**src/rtl/gpio_evt_pkg.sv**
```systemverilog
package gpio_evt_pkg;
  localparam int SEL_W = 3;

  typedef enum logic [SEL_W-1:0] {
    SEL_CLAIM = 3'd0,
    SEL_DIR   = 3'd1,
    SEL_LEVEL = 3'd2,
    SEL_RISE  = 3'd3,
    SEL_FALL  = 3'd4,
    SEL_STAT  = 3'd5,
    SEL_WAKE  = 3'd6
  } cfg_sel_e;
endpackage

```
**src/rtl/gpio_rst_sync.sv**
```systemverilog
module gpio_rst_sync (
  input  logic clk,
  input  logic rst_n,
  output logic rst_n_sync
);
  logic [1:0] stage_q;

  always_ff @(posedge clk or negedge rst_n) begin
    if (!rst_n) stage_q <= 2'b00;
    else        stage_q <= {stage_q[0], 1'b1};
  end

  assign rst_n_sync = stage_q[1];
endmodule

```
**src/rtl/gpio_in_sync.sv**
```systemverilog
module gpio_in_sync #(
  parameter int WIDTH = 8
) (
  input  logic             clk,
  input  logic             rst_n,
  input  logic [WIDTH-1:0] pad_i,
  output logic [WIDTH-1:0] sync_o,
  output logic [WIDTH-1:0] rise_o,
  output logic [WIDTH-1:0] fall_o
);
  logic [WIDTH-1:0] meta_q, sync_q, prev_q;

  always_ff @(posedge clk or negedge rst_n) begin
    if (!rst_n) begin
      meta_q <= '0;
      sync_q <= '0;
      prev_q <= '0;
    end else begin
      meta_q <= pad_i;
      sync_q <= meta_q;
      prev_q <= sync_q;
    end
  end

  assign sync_o = sync_q;
  assign rise_o = sync_q & ~prev_q;
  assign fall_o = ~sync_q & prev_q;
endmodule

```
**src/rtl/gpio_edge_capture.sv**
```systemverilog
module gpio_edge_capture #(
  parameter int WIDTH = 8
) (
  input  logic             clk,
  input  logic             rst_n,
  input  logic [WIDTH-1:0] arm_i,
  input  logic [WIDTH-1:0] rise_en_i,
  input  logic [WIDTH-1:0] fall_en_i,
  input  logic [WIDTH-1:0] rise_i,
  input  logic [WIDTH-1:0] fall_i,
  input  logic [WIDTH-1:0] clr_i,
  output logic [WIDTH-1:0] stat_o
);
  logic [WIDTH-1:0] stat_q, stat_d, hit;

  always_comb begin
    hit    = arm_i & ((rise_en_i & rise_i) | (fall_en_i & fall_i));
    stat_d = (stat_q & ~clr_i) | hit;
  end

  always_ff @(posedge clk or negedge rst_n) begin
    if (!rst_n) stat_q <= '0;
    else        stat_q <= stat_d;
  end

  assign stat_o = stat_q;

  for (genvar i = 0; i < WIDTH; i++) begin : g_chk
    AST_STAT_NEEDS_ARM: assert property (@(posedge clk) disable iff (!rst_n)
      $rose(stat_q[i]) |-> $past(arm_i[i] && (rise_en_i[i] || fall_en_i[i])));
    AST_STAT_STICKY: assert property (@(posedge clk) disable iff (!rst_n)
      (stat_q[i] && !clr_i[i]) |=> stat_q[i]);
    AST_SET_BEATS_CLEAR: assert property (@(posedge clk) disable iff (!rst_n)
      (hit[i] && clr_i[i]) |=> stat_q[i]);
  end
endmodule

```
**src/rtl/gpio_evt_bank.sv**
```systemverilog
module gpio_evt_bank
  import gpio_evt_pkg::*;
#(
  parameter int                  NUM_PINS  = 8,
  parameter logic [NUM_PINS-1:0] STBY_PINS = 8'hF0
) (
  input  logic                clk,
  input  logic                rst_n,
  input  logic                cfg_we,
  input  logic [SEL_W-1:0]    cfg_sel,
  input  logic [NUM_PINS-1:0] cfg_wdata,
  output logic [NUM_PINS-1:0] cfg_rdata,
  input  logic [NUM_PINS-1:0] pad_in,
  input  logic [NUM_PINS-1:0] fn_out,
  input  logic [NUM_PINS-1:0] fn_oe,
  output logic [NUM_PINS-1:0] pad_out,
  output logic [NUM_PINS-1:0] pad_oe,
  output logic                evt_o,
  output logic                wake_o
);
  localparam int W = NUM_PINS;

  logic         rst_n_sync;
  logic [W-1:0] claim_q, dir_q, lvl_q, rise_q, fall_q, wake_q;
  logic [W-1:0] claim_d, dir_d, lvl_d, rise_d, fall_d, wake_d;
  logic [W-1:0] sync_in, rise_det, fall_det, stat, clr, arm, gpio_oe;

  gpio_rst_sync u_rst_sync (
    .clk        (clk),
    .rst_n      (rst_n),
    .rst_n_sync (rst_n_sync)
  );

  gpio_in_sync #(.WIDTH(W)) u_in_sync (
    .clk    (clk),
    .rst_n  (rst_n_sync),
    .pad_i  (pad_in),
    .sync_o (sync_in),
    .rise_o (rise_det),
    .fall_o (fall_det)
  );

  // Next-state for the configuration vectors
  always_comb begin
    claim_d = claim_q;
    dir_d   = dir_q;
    lvl_d   = lvl_q;
    rise_d  = rise_q;
    fall_d  = fall_q;
    wake_d  = wake_q;
    clr     = '0;
    if (cfg_we) begin
      case (cfg_sel)
        SEL_CLAIM: claim_d = cfg_wdata;
        SEL_DIR:   dir_d   = cfg_wdata;
        SEL_LEVEL: lvl_d   = cfg_wdata;
        SEL_RISE:  rise_d  = cfg_wdata;
        SEL_FALL:  fall_d  = cfg_wdata;
        SEL_STAT:  clr     = cfg_wdata;
        SEL_WAKE:  wake_d  = cfg_wdata & STBY_PINS;
        default: ;
      endcase
    end
  end

  always_ff @(posedge clk or negedge rst_n_sync) begin
    if (!rst_n_sync) begin
      claim_q <= '0;
      dir_q   <= '0;
      lvl_q   <= '0;
      rise_q  <= '0;
      fall_q  <= '0;
      wake_q  <= '0;
    end else if (cfg_we) begin
      claim_q <= claim_d;
      dir_q   <= dir_d;
      lvl_q   <= lvl_d;
      rise_q  <= rise_d;
      fall_q  <= fall_d;
      wake_q  <= wake_d;
    end
  end

  assign arm = claim_q & dir_q;

  gpio_edge_capture #(.WIDTH(W)) u_capture (
    .clk       (clk),
    .rst_n     (rst_n_sync),
    .arm_i     (arm),
    .rise_en_i (rise_q),
    .fall_en_i (fall_q),
    .rise_i    (rise_det),
    .fall_i    (fall_det),
    .clr_i     (clr),
    .stat_o    (stat)
  );

  // Pad steering
  assign gpio_oe = claim_q & ~dir_q;
  assign pad_oe  = gpio_oe | (~claim_q & fn_oe);
  assign pad_out = (gpio_oe & lvl_q) | (~claim_q & fn_out);

  // Read port
  always_comb begin
    case (cfg_sel)
      SEL_CLAIM: cfg_rdata = claim_q;
      SEL_DIR:   cfg_rdata = dir_q;
      SEL_LEVEL: cfg_rdata = (dir_q & sync_in) | (~dir_q & lvl_q);
      SEL_RISE:  cfg_rdata = rise_q;
      SEL_FALL:  cfg_rdata = fall_q;
      SEL_STAT:  cfg_rdata = stat;
      SEL_WAKE:  cfg_rdata = wake_q;
      default:   cfg_rdata = '0;
    endcase
  end

  assign evt_o  = |stat;
  assign wake_o = |(stat & wake_q);

  AST_WAKE_NEEDS_EVT: assert property (@(posedge clk) disable iff (!rst_n_sync)
    wake_o |-> evt_o);

  for (genvar i = 0; i < W; i++) begin : g_pad_chk
    AST_OE_ONLY_OUTPUT: assert property (@(posedge clk) disable iff (!rst_n_sync)
      (claim_q[i] && pad_oe[i]) |-> !dir_q[i]);
    AST_NATIVE_OE: assert property (@(posedge clk) disable iff (!rst_n_sync)
      !claim_q[i] |-> (pad_oe[i] == fn_oe[i]));
  end
endmodule

```
**config.mk**
```make
export PLATFORM = sky130hd
export DESIGN_NAME = gpio_evt_bank
export DESIGN_NICKNAME = d
export VERILOG_FILES = /design/src/rtl/gpio_evt_pkg.sv /design/src/rtl/gpio_rst_sync.sv /design/src/rtl/gpio_in_sync.sv /design/src/rtl/gpio_edge_capture.sv /design/src/rtl/gpio_evt_bank.sv
export SDC_FILE = /design/constraint.sdc
export NUM_CORES = 1
export LEC_CHECK = 0
export BUFFER_PORTS_ARGS = -buffer_cell sky130_fd_sc_hd__buf_2
export CAP_MARGIN = 10
export CORE_MARGIN = 4
export CORE_UTILIZATION = 45
export DETAILED_ROUTE_END_ITERATION = 10
export HOLD_SLACK_MARGIN = 0.15
export PLACE_DENSITY = 0.79
export SETUP_SLACK_MARGIN = 0.4
export SLEW_MARGIN = 20
export SYNTH_ARGS = -nofsm -noshare
export SYNTH_HDL_FRONTEND = slang
export SYNTH_HIERARCHICAL = 1
export SYNTH_SLANG_ARGS = --single-unit
```
**constraint.sdc**
```tcl
create_clock -name clk -period 2.4 [get_ports clk]
set_input_delay 0.24 -clock clk [delete_from_list [all_inputs] [get_ports clk]]
set_output_delay 0.24 -clock clk [all_outputs]
set_load 0.02 [all_outputs]
```
==> flow_metrics.tcl, run 1 <==
set metrics [dict create \
    cellPowerDensity_nw_per_um2 825 \
    start_util_pct 46.3 \
    report.final.hold_viol_count 0 \
    path_depth 4 \
    p_int_w 0.00261 \
    slew_violations 0 \
    crit_chain "or3b_2, a21oi_1, a2111o_1, buf_2" \
    synthTopCellsByArea "dfrtp_1 51%, mux2_2 12%, mux2i_1 4.7%" \
    required_ps 2160 \
    yosys.area.top_type "dfrtp_1" \
    max_cap_violations 0 \
    finalSetupTns_ps 0 \
    run_status "finished clean" \
    ctsRootBufferMaster "clkbuf_8" \
    cts_buffer_depth 2 \
    cts_sinks 78 \
    irDropWorstVdd_uv 533 \
    grt_pass1_vias 2808 \
    die-area_um2 10000 \
    cp_top_family "simple AND/OR/NAND/NOR gates" \
    antenna_cells 0 \
    pwr-share-comb_pct 23.6 \
    htreeDepth 3 \
    postSynthAreaPerCell_um2 11.9 \
    holdCritPathClass "in2reg" \
    place_hpwl_um 5860 \
    synth_ff_type "dfrtp_1" \
    yosysSeqAreaShare_pct 51.0 \
    max_stage_delay_ps 460 \
    ant_nets 0 \
    synth_async_sr_flop_share_pct 100 \
    cp-end-kind "output port" \
    yosys.cell_types.count 44 \
    wl_per_cell_um 16.3 \
    period_needed_ps 1910 \
    io_pins 64 \
    synth_top_area_share_pct 51.0 \
    drc 0 \
    finalSetupViolations 0 \
    syn_inst 320 \
    worstRegToRegCells 1 \
    port_buffers 63 \
    yosysMostFrequentCell "dfrtp_1" \
    synth_warnings 6 \
    overflow 0 \
    core-area_um2 8260 \
    p_sw_share_pct 31.1 \
    routed_wl_um 8340 \
    vias 2746 \
    cpMaxStageDelayCell "or3b_2" \
    p_sw_w 0.00118 \
    finalNetCount 440 \
    netlist_area_um2 3820 \
    syn_nets 358 \
    worst_slew_pin_slew_ps 574 \
    cts_tree "built" \
    start_kind "flop" \
    antenna_found_initial 0 \
    period_share_pct 79.7 \
    grt_max_degree 39 \
    hold_depth 2 \
    clk_latency_ps 350 \
    seqPwrFrac_pct 48.5 \
    skew_ps 9.36 \
    rsz0062_at_grt "false" \
    drive_gt1_share_pct 37.6 \
    max_slew_margin_pct 61.7 \
    clock_power_share_pct 27.9 \
    place_congestion 0.806 \
    grt_pass1_wl_um 14100 \
    p_leak_nw 2.13 \
    areaGrowthSynthToFinish_pct 20.1 \
    numCtsBuffers 9 \
    path_clk_slew_ps 80 \
    vias_per_cell 5.36 \
    max_freq_mhz 523 \
    drt-initial-drc-count 160 \
    rows 33 \
    worst-setup-path-type "reg2out" \
    yosys-top-cells-count "78 x dfrtp_1, 40 x mux2_2, 30 x inv_1" \
    grt_use_total_pct 17.8 \
    die_y_um 100 \
    first_pass_iters 4 \
    crit_fanout 6 \
    whs_ps 186 \
    crit_arrival_ps 1670 \
    synth_edf_count 0 \
    ys_seq_elements 78 \
    die_x_um 100 \
    path_buf_inv 1 \
]
==> placed cells by master (no fill, tap or decap), types with 4 or more instances in the layout <==
| cell | Yosys | routed |
|---|---|---|
| a22oi_1 | 12 | 12 |
| a31oi_1 | 5 | 5 |
| and2_1 | 16 | 16 |
| and2b_2 | 16 | 16 |
| buf_2 | 6 | 62 |
| buf_4 | 1 | 9 |
| clkbuf_8 | 0 | 9 |
| dfrtp_1 | 78 | 76 |
| dlygate4sd3_1 | 0 | 9 |
| inv_1 | 30 | 30 |
| mux2_1 | 11 | 11 |
| mux2_2 | 40 | 40 |
| mux2i_1 | 18 | 18 |
| nand2_1 | 5 | 5 |
| nand3_1 | 5 | 5 |
| nand3b_1 | 13 | 13 |
| nor2_1 | 5 | 5 |
| nor2b_1 | 4 | 4 |
| o21ai_0 | 9 | 9 |
| o22ai_1 | 8 | 8 |
==> worst paths after layout <==
kind / end / start / slack, ps
max reg2reg: u_capture/stat_o[0] / u_rst_sync/stage_q[1] / 1220
min in group asynchronous: u_rst_sync/stage_q[0] / rst_n / 210
max in group asynchronous: u_capture/stat_o[0] / u_rst_sync/stage_q[1] / 1220
min: dir_q[2] / cfg_wdata[2] / 190
max: cfg_rdata[0] / claim_q[0] / 490
min reg2reg: rise_q[4] / u_rst_sync/stage_q[1] / 270
==> routing by layer <==
| metal | wire (µm) | share of wire, % | vias to the layer above | GRT usage [%] |
|---|---|---|---|---|
| li1 | - | - | 1291 | - |
| met1 | 3580 | 43 | 1353 | 24.5 |
| met2 | 4110 | 49 | 89 | 27.3 |
| met3 | 534 | 6.4 | 13 | 4.59 |
| met4 | 120 | 1.4 | 0 | 6.53 |
| met5 | 0 | 0 | - | 0 |
==> cells by family after synthesis <==
family | synth area share, %
other | 0.0981
buffers and inverters | 4.42
DFF | 51.0
and+or+nand+nor | 16.0
AOI/OAI and AO/OA | 8.70
muxes | 19.7
==> stage by stage <==
step           cell area [µm²]  power [W]  setup WS [ps]  util (%)  cells
3_3_place_gp              4280    0.00271            526      51.9    487
4_1_cts                   4590    0.00383            430      55.5    512
5_1_grt                   4590    0.00402            409      55.6    512
6_report                  4590    0.00379            487      55.6    512
2_1_floorplan             3820    0.00244            878         -    320
3_5_place_dp              4280    0.00275            427      51.9    487
==> timing repair <==
action | CTS | global route
endpoints found under the setup margin | 0 | 3
gates resized for setup | 0 | 2
hold buffers | 9 | 0
endpoints found under the hold margin | 10 | 0
buffers inserted | 0 | 0
==> power groups by stage <==
stage / Sequential, W / Combinational (W) / Clock [W]
2_1_floorplan: 0.00178 / 0.000655 / 0
3_3_place_gp: 0.00185 / 0.000857 / 0
3_5_place_dp: 0.00186 / 0.000884 / 0
4_1_cts: 0.00184 / 0.000902 / 0.00109
5_1_grt: 0.00188 / 0.000991 / 0.00115
6_report: 0.00184 / 0.000895 / 0.00106
==> area by class of cell <==
cell class	instances	area (µm²)
Clock buffer	10	128
Clock inverter	6	86.3
Multi-Input combinational cell	202	1700
Fill cell	742	3670
Tap cell	105	131
Timing Repair Buffer	81	475
Inverter	30	113
Sequential cell	78	1950
==> flip-flops by register name, indices dropped and copies added (netlist names) <==
name	flops
dir_q	8
lvl_q	8
wake_q	4
u_in_sync/sync_o	8
fall_q	8
u_in_sync/prev_q	8
claim_q	8
u_in_sync/meta_q	8
rise_q	8
u_rst_sync/stage_q	2
u_capture/stat_o	8
Note: power is estimated with default switching activity, not from simulation.
==> inputs of run 2 (changes only) <==
PLACE_DENSITY = 0.76   (was 0.79)
clock period = 2 ns   (was 2.4 ns; I/O delays follow)
==> run 2 against run 1 <==
Register-to-register slack worse by 260 ps. Routed wire length up 7.9%. Sequential power is 19% higher. Setup slack got worse by 220 ps. Power rose by 34%. Utilization grew 5.5 points. Global-route usage up 0.63 points. Via count increased by 4.8%. Non-clock buffer count grew 33. Final area rose by 9.9%. Critical endpoint is now cfg_rdata[1].
==> flow_metrics.tcl, run 2 (synthesis gave the netlist of run 1 again) <==
set metrics [dict create \
    run_status "finished clean" \
    wl_per_cell_um 16.5 \
    crit_chain "mux2_4, a22oi_2, o31ai_2, buf_2" \
    cts_buffer_depth 2 \
    cp-end-kind "output port" \
    die_x_um 100 \
    grt_pass1_vias 2892 \
    place_congestion 0.825 \
    finalSetupViolations 0 \
    max_cap_violations 0 \
    ctsRootBufferMaster "clkbuf_8" \
    rsz0062_at_grt "true" \
    place_hpwl_um 5940 \
    finalSetupTns_ps 0 \
    rrSetupSlack_ps 960 \
    period_needed_ps 1730 \
    cellPowerDensity_nw_per_um2 1000 \
    cpMaxStageDelayCell "dfrtp_1" \
    core-area_um2 8260 \
    p_leak_nw 2.34 \
    irDropWorstVdd_uv 510 \
    numCtsBuffers 9 \
    die_y_um 100 \
    path_clk_slew_ps 80 \
    first_pass_iters 4 \
    drt-initial-drc-count 126 \
    grt_use_total_pct 18.5 \
    antenna_found_initial 1 \
    overflow 0 \
    startpoint "fall_q[1]" \
    required_ps 1800 \
    crit_arrival_ps 1530 \
    grt_pass1_wl_um 14300 \
    crit_fanout 3 \
    period_share_pct 86.5 \
    layout_common_cells "72 x dfrtp_1, 53 x buf_2, 38 x mux2_2" \
    vias_per_cell 5.27 \
    finalNetCount 473 \
    drc 0 \
    max_freq_mhz 578 \
    layout_commonest_cell "dfrtp_1" \
    start_kind "flop" \
    report.final.hold_viol_count 0 \
    worst-setup-path-type "reg2out" \
    die-area_um2 10000 \
    holdCritPathClass "reg2async" \
    cts_tree "built" \
    reg2reg_to "u_capture/stat_o[1]" \
    io_pins 64 \
    cp-endpoint "cfg_rdata[1]" \
    finalPower_w 0.00506 \
    worstRegToRegCells 3 \
    ant_nets 0 \
    grt_max_degree 77 \
    vias 2879 \
    start_util_pct 46.3 \
    drive_gt1_share_pct 43.6 \
    max_stage_delay_ps 410 \
    cts_sinks 78 \
    worst_slew_pin_slew_ps 657 \
    slew_violations 0 \
    port_buffers 63 \
    routed_wl_um 9000 \
    max_slew_margin_pct 56.2 \
    htreeDepth 3 \
    clk_latency_ps 350 \
    r2r_start "u_in_sync/sync_o[1]" \
    rows 33 \
    areaGrowthSynthToFinish_pct 32.0 \
    skew_ps 6.13 \
]
==> run 2: cell types whose count changed in the layout (fill, tap and decap cells not counted), moves of 4 or more <==
cell	delta
dfrtp_1	-4
o21ai_0	-5
buf_6	+8
dfrtp_2	+4
dlygate4sd3_1	+9
buf_2	-9
buf_4	+23
o21ai_1	+5
==> run 2: how the worst min path moves through the flow <==
stage	startpoint	endpoint	slack (ps)	depth (start not counted)
floorplan	rst_n	u_rst_sync/stage_q[0]	-100	0
global placement	rst_n	u_rst_sync/stage_q[0]	-10	1
detailed placement	rst_n	u_rst_sync/stage_q[0]	-10	1
CTS	u_rst_sync/stage_q[1]	dir_q[4]	320	1
global route	u_rst_sync/stage_q[1]	fall_q[4]	340	1
finish	u_rst_sync/stage_q[1]	claim_q[4]	300	1
==> run 2: critical path: cells and delay by family, from the launching register on <==
| family | cells | cell delay, ps |
|---|---|---|
| multiplexers | 1 | 280 |
| flip-flops | 1 | 410 |
| buffers and inverters | 1 | 170 |
| AO/OA/AOI/OAI | 2 | 320 |
==> run 2: area by class of cell <==
| cell class | instances | area (µm²) |
|---|---|---|
| inverter | 30 | 113 |
| clock inverter | 7 | 113 |
| antenna | 1 | 2.50 |
| clock buffer | 9 | 124 |
| sequential | 78 | 1960 |
| fill | 669 | 3210 |
| timing repair buffer | 114 | 823 |
| multi-input combinational | 202 | 1780 |
| tap | 105 | 131 |
==> run 2: timing repair <==
item / in CTS / in global routing
gates resized for setup: 26 / 18
pin swaps: 13 / 6
setup buffers: 12 / 11
hold buffers: 18 / 0
hold endpoints to repair: 27 / 0
setup endpoints to repair: 9 / 13
gates cloned: 0 / 0
==> run 2: routing by layer <==
| layer | GRT usage (%) | up-vias | routed length [µm] |
|---|---|---|---|
| li1 | - | 1365 | - |
| met1 | 24.5 | 1415 | 3950 |
| met2 | 29.4 | 80 | 4430 |
| met3 | 3.75 | 19 | 478 |
| met4 | 7.88 | 0 | 144 |
| met5 | 0 | - | 0 |
==> run 2: metrics by stage <==
step / util [%] / setup WS, ps / cells / hold slack [ps] / instance area [µm²]
after floorplan: - / 558 / 320 / -95.6 / 3820
after global placement: 52.3 / 224 / 488 / -14.3 / 4320
after detailed placement: 52.3 / 193 / 488 / -12.9 / 4320
after CTS: 59.4 / 258 / 534 / 319 / 4900
after global routing: 61.1 / 208 / 546 / 341 / 5050
final: 61.1 / 270 / 546 / 302 / 5050
==> run 2: where the power goes <==
part           switching, W  internal, W  leakage (nW)
Clock              0.000573     0.000822         0.119
Sequential         0.000302      0.00188         0.915
Combinational      0.000674     0.000810          1.30
==> inputs of run 3 (changes only) <==
RECOVER_POWER = 100   (was not set)
==> run 3 against run 2 <==
Final cell count unchanged. Fmax down 4.0%. Setup slack lost 72 ps. First-iteration DRC count is 7.1% higher. Utilization is 1.1 points lower. Clock skew about the same. Worst hold slack gained 49 ps. Via count is 1.1% lower. Routed wire length is 0.13% lower. Sequential share of layout area increased by 0.69 points. Non-clock buffer count stayed put. Count of clock-buffer cells in the layout did not move. Critical endpoint is now cfg_rdata[5]. Largest cell class unchanged. Highest routed layer unchanged.
==> flow_metrics.tcl, run 3 (synthesis gave the netlist of run 1 again) <==
set metrics [dict create \
    run_status "finished clean" \
    regArea_um2 1960 \
    max_freq_mhz 555 \
    ant_nets 0 \
    max_slew_margin_pct 29.8 \
    dpl.cell_count 488 \
    grt_pass1_vias 2892 \
    worst-setup-path-type "in2out" \
    numCtsBuffers 9 \
    irDropWorstVdd_uv 493 \
    ctsRootBufferMaster "clkbuf_8" \
    overflow 0 \
    areaGrowthSynthToFinish_pct 29.6 \
    drive_gt1_share_pct 38.0 \
    rows 33 \
    cpMaxStageDelayCell "nor3b_2" \
    finalNetCount 473 \
    period_share_pct 90.1 \
    max_stage_delay_ps 510 \
    crit_chain "clkbuf_1, nor3b_2, o2bb2ai_1, a211o_1, buf_6" \
    routed_wl_um 8990 \
    vias 2846 \
    layout_commonest_cell "dfrtp_1" \
    crit_arrival_ps 1600 \
    die_x_um 100 \
    first_pass_iters 6 \
    cp-end-kind "output port" \
    report.final.hold_viol_count 0 \
    place_hpwl_um 5940 \
    drc 0 \
    pre_cts_ws_ps 193 \
    place_congestion 0.825 \
    cts_tree "built" \
    antenna_found_initial 1 \
    grt_pass1_wl_um 14300 \
    multi_input_area_um2 1750 \
    htreeDepth 3 \
    core-area_um2 8260 \
    cp_top_family "buffers and inverters" \
    layout_common_cells "73 x dfrtp_1, 38 x mux2_2, 36 x buf_2" \
    drt-initial-drc-count 135 \
    grt_use_total_pct 18.5 \
    clk_latency_ps 350 \
    cts_sinks 78 \
    vias_per_cell 5.21 \
    worst_slew_pin_slew_ps 1050 \
    required_ps 1800 \
    path_buf_inv 2 \
    port_buffers 63 \
    crit_fanout 15 \
    grt_max_degree 77 \
    p_leak_nw 2.26 \
    cellPowerDensity_nw_per_um2 1010 \
    period_needed_ps 1800 \
    holdCritPathClass "reg2reg" \
    rsz0062_at_grt "true" \
    path_clk_slew_ps 80 \
    die-area_um2 10000 \
    setup_slack_ps 198 \
    die_y_um 100 \
    io_pins 64 \
    finalPower_w 0.00499 \
    skew_ps 6.38 \
    finalSetupTns_ps 0 \
    start_util_pct 46.3 \
    cts_buffer_depth 2 \
    start_kind "primary input" \
    slew_violations 0 \
    stdcell_count 546 \
    wl_per_cell_um 16.5 \
    fill_cells 687 \
    max_cap_violations 0 \
    finalSetupViolations 0 \
]
## run 3: changes by cell type in the layout (fill, tap and decap cells not counted), moves of 2 or more
| cell | before | now |
|---|---|---|
| clkbuf_1 | 0 | 21 |
| buf_2 | 53 | 36 |
| and2_1 | 16 | 12 |
| nor3_4 | 2 | 0 |
| and2_0 | 0 | 4 |
| buf_4 | 32 | 28 |
## run 3: layout make-up
class	instances	share of cell area (%)
Sequential cell	78	39.5
Multi-Input combinational cell	202	35.2
Timing Repair Buffer	114	15.5
Tap cell	105	2.65
Clock buffer	9	2.50
Clock inverter	7	2.27
Inverter	30	2.27
Antenna cell	1	0.0505
## run 3: layer usage
| layer | part of all wire (%) | wire length [µm] | global-route usage [%] | vias to the layer above |
|---|---|---|---|---|
| li1 | - | - | - | 1361 |
| met1 | 44 | 3980 | 24.5 | 1397 |
| met2 | 50 | 4450 | 29.4 | 74 |
| met3 | 4.7 | 419 | 3.75 | 14 |
| met4 | 1.5 | 135 | 7.88 | 0 |
| met5 | 0 | 0 | 0 | - |
## run 3: final timing paths
kind	start	to	slack, ps	cells past startpoint
max	cfg_sel[2]	cfg_rdata[5]	200	5
min	u_in_sync/meta_q[4]	u_in_sync/sync_o[4]	350	0
max reg2reg	u_rst_sync/stage_q[1]	claim_q[3]	730	1
min reg2reg	u_in_sync/meta_q[4]	u_in_sync/sync_o[4]	350	0
max in group asynchronous	u_rst_sync/stage_q[1]	claim_q[3]	730	1
min in group asynchronous	u_rst_sync/stage_q[1]	claim_q[7]	550	1
## run 3: power breakdown
part / switching [W] / internal [W] / total (W)
clock: 0.000568 / 0.000822 / 0.00139
sequential: 0.000292 / 0.00188 / 0.00217
combinational: 0.000664 / 0.000763 / 0.00143
## run 3: timing repair
action / 4_1_cts / 5_1_grt
buffers inserted: 12 / 11
hold endpoints to repair: 27 / 0
pin swaps: 13 / 6
hold buffers: 18 / 0
cloned: 0 / 0
setup endpoints to repair: 9 / 13
resized for setup: 26 / 18
## run 3: per-stage QoR
| stage | hold slack (ps) | instance area [µm²] | utilization (%) |
|---|---|---|---|
| 2_1_floorplan | -95.6 | 3820 | - |
| 3_3_place_gp | -14.3 | 4320 | 52.3 |
| 3_5_place_dp | -12.9 | 4320 | 52.3 |
| 4_1_cts | 319 | 4900 | 59.4 |
| 5_1_grt | 359 | 4960 | 60.0 |
| 6_report | 351 | 4960 | 60.0 |
